<file path="src/rtl/tlbp_pkg.sv">
package tlbp_pkg;
    typedef enum logic [1:0] {
        ACC_READ  = 2'd0,
        ACC_WRITE = 2'd1,
        ACC_EXEC  = 2'd2,
        ACC_RSVD  = 2'd3
    } acc_e;

    typedef enum logic [1:0] {
        TBL_EMPTY   = 2'd0,
        TBL_PARTIAL = 2'd1,
        TBL_FULL    = 2'd2
    } tbl_state_e;
endpackage

</file>
<file path="src/rtl/tlbp_match.sv">
module tlbp_match #(
    parameter int ENTRIES = 8,
    parameter int VPN_W   = 36,
    localparam int IDX_W  = $clog2(ENTRIES)
) (
    input  logic [ENTRIES-1:0]            valid_i,
    input  logic [ENTRIES-1:0][VPN_W-1:0] tag_i,
    input  logic [VPN_W-1:0]              key_i,
    output logic                          any_o,
    output logic [IDX_W-1:0]              idx_o
);
    logic [ENTRIES-1:0] hit_vec;

    for (genvar g = 0; g < ENTRIES; g++) begin : g_cmp
        assign hit_vec[g] = valid_i[g] && (tag_i[g] == key_i);
    end

    always_comb begin
        idx_o = '0;
        for (int i = ENTRIES - 1; i >= 0; i--) begin
            if (hit_vec[i]) idx_o = IDX_W'(i);
        end
    end

    assign any_o = |hit_vec;
endmodule

</file>
<file path="src/rtl/tlbp_victim.sv">
module tlbp_victim #(
    parameter int ENTRIES = 8,
    localparam int IDX_W  = $clog2(ENTRIES)
) (
    input  logic [ENTRIES-1:0] valid_i,
    input  logic [IDX_W-1:0]   rr_i,
    input  logic               full_i,
    output logic [IDX_W-1:0]   idx_o
);
    logic [IDX_W-1:0] free_idx;

    always_comb begin
        free_idx = '0;
        for (int i = ENTRIES - 1; i >= 0; i--) begin
            if (!valid_i[i]) free_idx = IDX_W'(i);
        end
    end

    assign idx_o = full_i ? rr_i : free_idx;
endmodule

</file>
<file path="src/rtl/tlb_perm.sv">
module tlb_perm
    import tlbp_pkg::*;
#(
    parameter int ENTRIES = 8,
    parameter int VPN_W   = 36,
    parameter int PFN_W   = 28,
    parameter int OFS_W   = 12,
    localparam int IDX_W  = $clog2(ENTRIES),
    localparam int VA_W   = VPN_W + OFS_W,
    localparam int PA_W   = PFN_W + OFS_W
) (
    input  logic             clk,
    input  logic             rst_n,
    input  logic             flush_i,
    input  logic             lk_valid_i,
    input  logic [VA_W-1:0]  lk_vaddr_i,
    input  logic [1:0]       lk_acc_i,
    input  logic             fill_valid_i,
    input  logic [VPN_W-1:0] fill_vpn_i,
    input  logic [PFN_W-1:0] fill_pfn_i,
    input  logic             fill_rd_i,
    input  logic             fill_wr_i,
    input  logic             fill_ex_i,
    output logic             rsp_valid_o,
    output logic             rsp_hit_o,
    output logic             rsp_fault_o,
    output logic             rsp_miss_o,
    output logic [PA_W-1:0]  rsp_paddr_o,
    output logic             rsp_dirty_o,
    output logic             rsp_ref_o
);
    // table storage
    logic [ENTRIES-1:0]            valid_q;
    logic [ENTRIES-1:0][VPN_W-1:0] vpn_q;
    logic [ENTRIES-1:0][PFN_W-1:0] pfn_q;
    logic [ENTRIES-1:0]            rd_q, wr_q, ex_q, dirty_q, ref_q;
    logic [IDX_W-1:0]              rr_q;
    tbl_state_e                    state_q, state_d;

    // lookup path
    logic             m_any;
    logic [IDX_W-1:0] m_idx;
    logic             allow;
    logic             take_hit, take_fault;

    tlbp_match #(.ENTRIES(ENTRIES), .VPN_W(VPN_W)) u_match (
        .valid_i (valid_q),
        .tag_i   (vpn_q),
        .key_i   (lk_vaddr_i[VA_W-1:OFS_W]),
        .any_o   (m_any),
        .idx_o   (m_idx)
    );

    always_comb begin
        unique case (lk_acc_i)
            ACC_READ:  allow = rd_q[m_idx];
            ACC_WRITE: allow = wr_q[m_idx];
            ACC_EXEC:  allow = ex_q[m_idx];
            default:   allow = 1'b0;
        endcase
    end

    assign take_hit   = lk_valid_i && !flush_i && m_any && allow;
    assign take_fault = lk_valid_i && !flush_i && m_any && !allow;

    // fill path
    logic [IDX_W-1:0]   vic_idx;
    logic [ENTRIES-1:0] vic_oh;
    logic               fill_go, fill_last;

    tlbp_victim #(.ENTRIES(ENTRIES)) u_victim (
        .valid_i (valid_q),
        .rr_i    (rr_q),
        .full_i  (state_q == TBL_FULL),
        .idx_o   (vic_idx)
    );

    assign vic_oh    = ENTRIES'(1) << vic_idx;
    assign fill_go   = fill_valid_i && !flush_i;
    assign fill_last = &(valid_q | vic_oh);

    // occupancy machine
    always_comb begin
        state_d = state_q;
        unique case (state_q)
            TBL_EMPTY:   if (fill_go) state_d = fill_last ? TBL_FULL : TBL_PARTIAL;
            TBL_PARTIAL: if (fill_go && fill_last) state_d = TBL_FULL;
            TBL_FULL:    state_d = TBL_FULL;
            default:     state_d = TBL_EMPTY;
        endcase
        if (flush_i) state_d = TBL_EMPTY;
    end

    always_ff @(posedge clk) begin
        if (!rst_n) state_q <= TBL_EMPTY;
        else        state_q <= state_d;
    end

    // table update: flag update first, a fill to the same slot overrides it
    always_ff @(posedge clk) begin
        if (!rst_n) begin
            valid_q <= '0;
            dirty_q <= '0;
            ref_q   <= '0;
            rr_q    <= '0;
        end else if (flush_i) begin
            valid_q <= '0;
            rr_q    <= '0;
        end else begin
            if (take_hit) begin
                ref_q[m_idx] <= 1'b1;
                if (lk_acc_i == ACC_WRITE) dirty_q[m_idx] <= 1'b1;
            end
            if (fill_go) begin
                valid_q[vic_idx] <= 1'b1;
                dirty_q[vic_idx] <= 1'b0;
                ref_q[vic_idx]   <= 1'b0;
                if (state_q == TBL_FULL)
                    rr_q <= (rr_q == IDX_W'(ENTRIES - 1)) ? '0 : rr_q + 1'b1;
            end
        end
    end

    always_ff @(posedge clk) begin
        if (fill_go) begin
            vpn_q[vic_idx] <= fill_vpn_i;
            pfn_q[vic_idx] <= fill_pfn_i;
            rd_q[vic_idx]  <= fill_rd_i;
            wr_q[vic_idx]  <= fill_wr_i;
            ex_q[vic_idx]  <= fill_ex_i;
        end
    end

    // registered response
    always_ff @(posedge clk) begin
        if (!rst_n) begin
            rsp_valid_o <= 1'b0;
            rsp_hit_o   <= 1'b0;
            rsp_fault_o <= 1'b0;
            rsp_miss_o  <= 1'b0;
            rsp_paddr_o <= '0;
            rsp_dirty_o <= 1'b0;
            rsp_ref_o   <= 1'b0;
        end else begin
            rsp_valid_o <= lk_valid_i;
            rsp_hit_o   <= take_hit;
            rsp_fault_o <= take_fault;
            rsp_miss_o  <= lk_valid_i && (flush_i || !m_any);
            rsp_paddr_o <= take_hit ? {pfn_q[m_idx], lk_vaddr_i[OFS_W-1:0]} : '0;
            rsp_dirty_o <= (take_hit || take_fault) ? dirty_q[m_idx] : 1'b0;
            rsp_ref_o   <= (take_hit || take_fault) ? ref_q[m_idx] : 1'b0;
        end
    end
endmodule

</file>
<file path="config.mk">
export PLATFORM = sky130hd
export DESIGN_NAME = tlb_perm
export DESIGN_NICKNAME = d
export VERILOG_FILES = /design/src/rtl/tlbp_pkg.sv /design/src/rtl/tlbp_match.sv /design/src/rtl/tlbp_victim.sv /design/src/rtl/tlb_perm.sv
export SDC_FILE = /design/constraint.sdc
export NUM_CORES = 1
export LEC_CHECK = 0
export BUFFER_PORTS_ARGS = -buffer_cell sky130_fd_sc_hd__buf_2
export CORE_ASPECT_RATIO = 1.5
export CORE_MARGIN = 1.5
export CORE_UTILIZATION = 35
export CTS_BUF_LIST = sky130_fd_sc_hd__clkbuf_2 sky130_fd_sc_hd__clkbuf_4 sky130_fd_sc_hd__clkbuf_8
export DETAILED_ROUTE_END_ITERATION = 16
export PLACE_DENSITY_LB_ADDON = 0.15
export SYNTH_ARGS = -nofsm -noshare
export SYNTH_HDL_FRONTEND = slang
export SYNTH_SLANG_ARGS = --single-unit
</file>
<file path="constraint.sdc">
create_clock -name clk -period 7.8 [get_ports clk]
set_clock_uncertainty 0.1 [all_clocks]
set_input_delay 0.78 -clock clk [delete_from_list [all_inputs] [get_ports clk]]
set_output_delay 0.78 -clock clk [all_outputs]
set_load 0.1 [all_outputs]
</file>
==> results by group, run 1 <==
Status
  – Outcome: finished clean

Yosys
  – Yosys reg bits: 611
  – Seq/Total Area, Yosys: 69.9%
  – Post-Syn Area per Cell: 14.8 sq um
  – Syn_nets: 1826
  – Synth area leader: edfxtp_1
  – Largest cells by area after synthesis: edfxtp_1 64%, xor2_1 6.5%, dfxtp_1 6.0%, xnor2_1 3.3%, nor4_1 2.3%
  – Yosys Warn Count: 0
  – Commonest cells in the synthesized netlist: 536 x edfxtp_1, 186 x xor2_1, 105 x nand2_1
  – Most frequent cell after synthesis: edfxtp_1
  – Synth Cell Area: 25200 sq um
  – EDFF count, synth: 536
  – Ys flop type: edfxtp_1
  – Async set-or-reset flop fraction in the synthesized netlist: 0%
  – Cells after Synth: 1698
  – Netlist cell types: 69
  – Synth top area share: 64.0%

Worst setup path
  – Reg2Reg Depth: 10
  – R2R Setup Slk: 2.41 ns
  – Data required, critical path: 8.27 ns
  – RR Startpoint: vpn_q[106]
  – CP startpoint: vpn_q[106]
  – Setup CP Type: reg -> reg
  – Worst setup EP type: register
  – Critical Path Source Type: register
  – Critical R2R Capture: dirty_q[5]
  – Critical path arrival: 5.86 ns
  – Crit path max fanout: 13
  – Crit path capture: dirty_q[5]

Floorplanning
  – Core area: 71300 sq um
  – Io pins: 168
  – Die X: 222 um
  – Initial core utilization: 35.3%
  – Die area: 73500 sq um
  – Die Ht: 331 um
  – Row count: 120

Timing
  – Slew Viols, Final: 0
  – Fin. Hold Viols: 0
  – Least-Margin Pin Slew: 1.19 ns
  – Unrepaired setup endpoints after global routing: no
  – Min Hold Slack: 0.177 ns
  – Setup TNS: 0 ns
  – Period minus WS final: 5.39 ns
  – Tcrit/Tclk final: 69.1%
  – Final setup viols: 0
  – Fmax: 186 MHz
  – Slew headroom: 19.8%

CTS
  – Postcts setup bufs: 0
  – Num Clock Sinks: 611
  – Worst skew pair latency: 0.74 ns
  – Htree depth: 3
  – Clock Tree Buf Depth: 3
  – Clock transition at the registers of the reported paths: 0.06 ns
  – Post-CTS sizing: 0
  – Root Driver: clkbuf_8
  – CTS tree: yes
  – Total CTS buffers: 97
  – CTS Hold Bufs: 0

Routing
  – First drt pass iteration count: 5
  – Routed length per instance: 30.3 um
  – Via Count: 15400
  – Final ANT Viol Nets: 0
  – Residual DRC: 0
  – WL final: 88.2 mm
  – Routed vias/inst: 5.29
  – Initial DRC Count: 1048

Cells and area
  – Area growth syn-to-layout: 15.0%
  – Layout Nets: 2041
  – Share of cells above drive strength 1: 20.9%
  – Final Instance Area: 28900 sq um
  – Core Util, Final: 40.6%

Power and ir drop
  – Max IR drop VDD: 0.137 mV
  – Pwr Total: 6710 uW
  – Pwr Density: 232 nW/um^2
  – P_leak: 0.00974 uW

Global routing
  – GRT Util Overall: 24.0%
  – Largest net degree at the start of global routing: 58
  – GR Overflow Total: 0
  – Vias in the first global route: 15900
  – First-pass GRT wire length: 123 mm
  – Initial antenna violation count: 7

Placement
  – Global placement routability congestion: 0.958
  – Port-buffer cells: 167
  – Dpl cell area: 27000 sq um
  – Dpl hpwl: 62.8 mm

Min path
  – HP Class: in -> reg

Run
  – Max cap viols: 0
cell families after synthesis:
kind of cell | count (synthesis) | synth area share [%]
DFF | 611 | 69.9
and+or+nand+nor | 494 | 11.1
xor gates and xnor gates | 281 | 9.78
AOI/OAI and AO/OA | 176 | 5.16
buffers and inverters | 83 | 1.76
muxes | 47 | 1.96
adders and majority gates | 6 | 0.298
flip-flops by register name, indices dropped and copies added (netlist names), 2 cells and up:
signal and count:
ref_q 8, wr_q 8, rd_q 8, ex_q 8, vpn_q 288, pfn_q 224
valid_q 8, rr_q 3, dirty_q 8, rsp_paddr_o 40, state_q 2
critical path, stage by stage, from the launching register on:
cell and delay [ns]:
edfxtp_1 0.37, xor2_1 0.24, nor4_1 0.77, nand4_1 0.35
nor4_4 0.69, o21ai_0 0.23, a32oi_2 0.85, mux2i_1 0.27
o22ai_1 0.14, o31ai_1 0.95, o21ai_0 0.27
cell type report:
class | instances | area (sq um)
Antenna cell | 1 | 2.50
Clock buffer | 129 | 1610
Clock inverter | 53 | 328
Fill cell | 6613 | 42400
Inverter | 9 | 33.8
Multi-Input combinational cell | 1004 | 7210
Sequential cell | 611 | 17600
Tap cell | 915 | 1140
Timing Repair Buffer | 190 | 1010
power breakdown:
part | total [uW] | internal (uW) | switching (uW)
Sequential | 3580 | 3570 | 7.00
Combinational | 359 | 87.3 | 272
Clock | 2760 | 1450 | 1310
Total | 6710 | 5110 | 1590
worst min-delay path by stage:
stage	start	end	slack [ns]	cells past startpoint
after floorplan	dirty_q[4]	dirty_q[4]	0.32	2
after global placement	dirty_q[0]	dirty_q[0]	0.34	2
after detailed placement	dirty_q[4]	dirty_q[4]	0.34	2
after CTS	lk_vaddr_i[11]	rsp_paddr_o[11]	0.12	2
after global routing	lk_vaddr_i[1]	rsp_paddr_o[1]	0.17	2
final	lk_vaddr_i[11]	rsp_paddr_o[11]	0.18	2
per-stage QoR:
stage / setup slack (ns) / std cells
6_report: 2.41 / 2912
5_1_grt: 2.17 / 2912
4_1_cts: 2.39 / 2911
3_5_place_dp: 1.76 / 2729
3_3_place_gp: 1.73 / 2729
2_1_floorplan: 2.23 / 1698
routing by layer:
metal	up-vias	track usage, %	share of wire [%]
li1	6953	-	-
met2	458	44.9	54
met4	4	13.5	5.6
met5	-	0	0.022
met1	7842	25.8	37
met3	142	3.30	3.5
cells in the final DEF (no fill, tap or decap), types with 11 or more instances in the layout:
master    synthesis  layout
a21oi_1          41      41
nor3_2           15      16
clkinv_1          0      28
mux2i_1          29      29
nand2b_1         15      15
nor3b_2          11      11
clkinv_2          0      15
nand3_1          42      42
nand4_1          58      58
buf_2            36     167
xor2_1          186     186
nor3_1           37      36
nand2_1         105     104
a22oi_1          35      35
nor4_1           91      90
nor2_1           60      50
dfxtp_1          75      75
clkbuf_8          0     103
buf_4             5      23
edfxtp_1        536     536
a222oi_1         19      19
clkbuf_4          0      26
mux2_2           17      17
nor2b_1          17      17
xnor2_1          95      95
o21ai_0          16      15
No activity file was read; power rests on OpenSTA's default activity.
==> run 2, diff against run 1 <==
==> constraint.sdc (replaced) <==
create_clock -name clk -period 4.9 [get_ports clk]
set_clock_uncertainty 0.1 [all_clocks]
set_input_delay 0.49 -clock clk [delete_from_list [all_inputs] [get_ports clk]]
set_output_delay 0.49 -clock clk [all_outputs]
set_load 0.1 [all_outputs]
==> results by group, run 2 (synthesis gave the netlist of run 1 again) <==
Cells and area
  – Largest regs: vpn_q: 288 flops, pfn_q: 224 flops, rsp_paddr_o: 40 flops
  – Most frequent cells in the layout: 536 x edfxtp_1, 186 x xor2_1, 167 x buf_2, 104 x nand2_1, 101 x clkbuf_8
  – Layout Nets: 2171 (+6.4%)
  – Max reg flops: 288 (unchanged)
  – Final Instance Area: 30100 sq um (+4.1%)
  – Area growth syn-to-layout: 19.8%
  – Core Util, Final: 42.2% (+1.7 points)
  – Most flops, register: vpn_q
  – Most common cell after layout, fill and taps aside: edfxtp_1
  – Share of cells above drive strength 1: 22.2% (+1.3 points)

Global routing
  – GR Overflow Total: 0 (unchanged)
  – GRT Util Overall: 23.6% (-0.39 points)
  – Vias in the first global route: 16700 (+5.2%)
  – First-pass GRT wire length: 122 mm (-0.72%)
  – Initial antenna violation count: 4 (-3)
  – Largest net degree at the start of global routing: 60 (+3.4%)

CTS
  – Postcts setup bufs: 0 (unchanged)
  – Clock Tree Buf Depth: 3 (unchanged)
  – Total CTS buffers: 97 (unchanged)
  – Num Clock Sinks: 611 (unchanged)
  – Worst skew pair latency: 0.71 ns (-0.03 ns)
  – CTS Hold Bufs: 69 (+69)
  – Clock transition at the registers of the reported paths: 0.06 ns (about the same)
  – CTS tree: yes
  – Root Driver: clkbuf_8
  – Htree depth: 3 (unchanged)
  – Post-CTS sizing: 0 (unchanged)

Timing
  – Period minus WS final: 4.54 ns (-0.847 ns)
  – Unrepaired setup endpoints after global routing: no
  – Final setup viols: 0 (unchanged)
  – Fmax: 220 MHz (+19%)
  – Least-Margin Pin Slew: 1.12 ns (-0.0692 ns)
  – Setup TNS: 0 ns (unchanged)
  – Fin. Hold Viols: 0 (unchanged)
  – Slew headroom: 24.5% (+4.7 points)
  – Slew Viols, Final: 0 (unchanged)
  – Tcrit/Tclk final: 92.7% (+24 points)

Worst setup path
  – Worst-path cell chain: xnor2_1 > nand4_1 > nor4_1 > buf_4 > nand3_1 > a21o_1 > a32oi_2 > mux2i_1 > o22ai_1 > o31ai_1 > o21ai_0
  – Critical path arrival: 4.97 ns (-0.89 ns)
  – RR Startpoint: vpn_q[240]
  – Setup CP Type: reg -> reg
  – Critical Path Source Type: register
  – Largest stage delay, worst path: 0.95 ns (about the same)
  – Slowest-stage cell, CP: o31ai_1
  – CP startpoint: vpn_q[240]
  – Worst setup EP type: register
  – Data required, critical path: 5.32 ns (-2.95 ns)
  – Crit path max fanout: 8 (-5)

Min path
  – HP Class: in -> reg
  – HP Start: fill_vpn_i[30]

Power and ir drop
  – Max IR drop VDD: 0.246 mV (+79%)
  – Pwr Density: 349 nW/um^2 (+51%)
  – P_leak: 0.0103 uW (+6.0%)

Routing
  – WL final: 87.1 mm (-1.3%)
  – Residual DRC: 0 (unchanged)
  – Via Count: 15900 (+3.5%)
  – Initial DRC Count: 1042 (-0.57%)
  – Final ANT Viol Nets: 0 (unchanged)
  – Routed vias/inst: 5.25 (-0.75%)
  – Routed length per instance: 28.7 um (-5.3%)
  – First drt pass iteration count: 7 (+2)

Floorplanning
  – Die area: 73500 sq um (unchanged)
  – Die Ht: 331 um (unchanged)
  – Io pins: 168 (unchanged)
  – Row count: 120 (unchanged)
  – Die X: 222 um (unchanged)
  – Core area: 71300 sq um (unchanged)
  – Initial core utilization: 35.3% (unchanged)

Run
  – Max cap viols: 0 (unchanged)

Status
  – Outcome: finished clean

Placement
  – Global placement routability congestion: 0.976 (+1.9%)
  – Dpl cell area: 27600 sq um (+2.2%)
  – Port-buffer cells: 167 (unchanged)
  – Dpl hpwl: 63.5 mm (+1.2%)
## run 2: cell types whose count changed in the layout (fill, tap and decap cells not counted), moves of 2 or more
cell           previous run  this run
clkinv_1                 28        26
dlygate4sd3_1             0        69
diode_2                   1         3
clkinv_2                 15        18
clkbuf_8                103       101
buf_12                    0        11
clkbuf_4                 26        22
buf_4                    23        73
## run 2: layout make-up
type,count,area (sq um)
tap,915,1140
fill,6535,41200
sequential,611,17600
clock buffer,123,1560
clock inverter,51,285
multi-input combinational,1004,7210
timing repair buffer,320,2290
antenna,3,7.51
inverter,9,33.8
## run 2: critical path: cells and delay by family, from the launching register on
family                    cells  cell delay [ns]
AOI/OAI and AO/OA             5             1.92
DFF                           1             0.37
muxes                         1             0.25
buffers and inverters         1             0.21
xor gates and xnor gates      1             0.59
and+or+nand+nor               3             0.90
## run 2: worst paths after layout
kind                endpoint  cells after the start  slack, ns
hold reg to reg   dirty_q[1]                      2       0.36
setup / recovery  dirty_q[5]                     11       0.36
setup reg to reg  dirty_q[5]                     11       0.36
hold / removal    vpn_q[102]                      1       0.05
## run 2: layer usage
layer | track usage [%] | up-vias | share of wire, %
li1 | - | 7205 | -
met4 | 15.1 | 0 | 6.9
met2 | 44.0 | 552 | 53
met1 | 24.7 | 8016 | 36
met3 | 3.38 | 162 | 3.6
met5 | 0 | - | 0
## run 2: power breakdown
part	switching (uW)	internal (uW)	leakage [uW]
Combinational	441	192	0.00392
Clock	2010	2180	0.000968
Sequential	11.1	5690	0.00545
Total	2460	8060	0.0103
## run 2: through the flow
stage	total power (uW)	std cells	setup slack, ns	hold WS, ns
after floorplan	6080	1698	0.496	0.320
after global placement	6400	2790	-0.0611	0.336
after detailed placement	6400	2790	-0.0349	0.343
after CTS	10600	3033	0.337	0.00855
after global routing	10900	3036	0.257	0.0226
final	10500	3036	0.356	0.0533
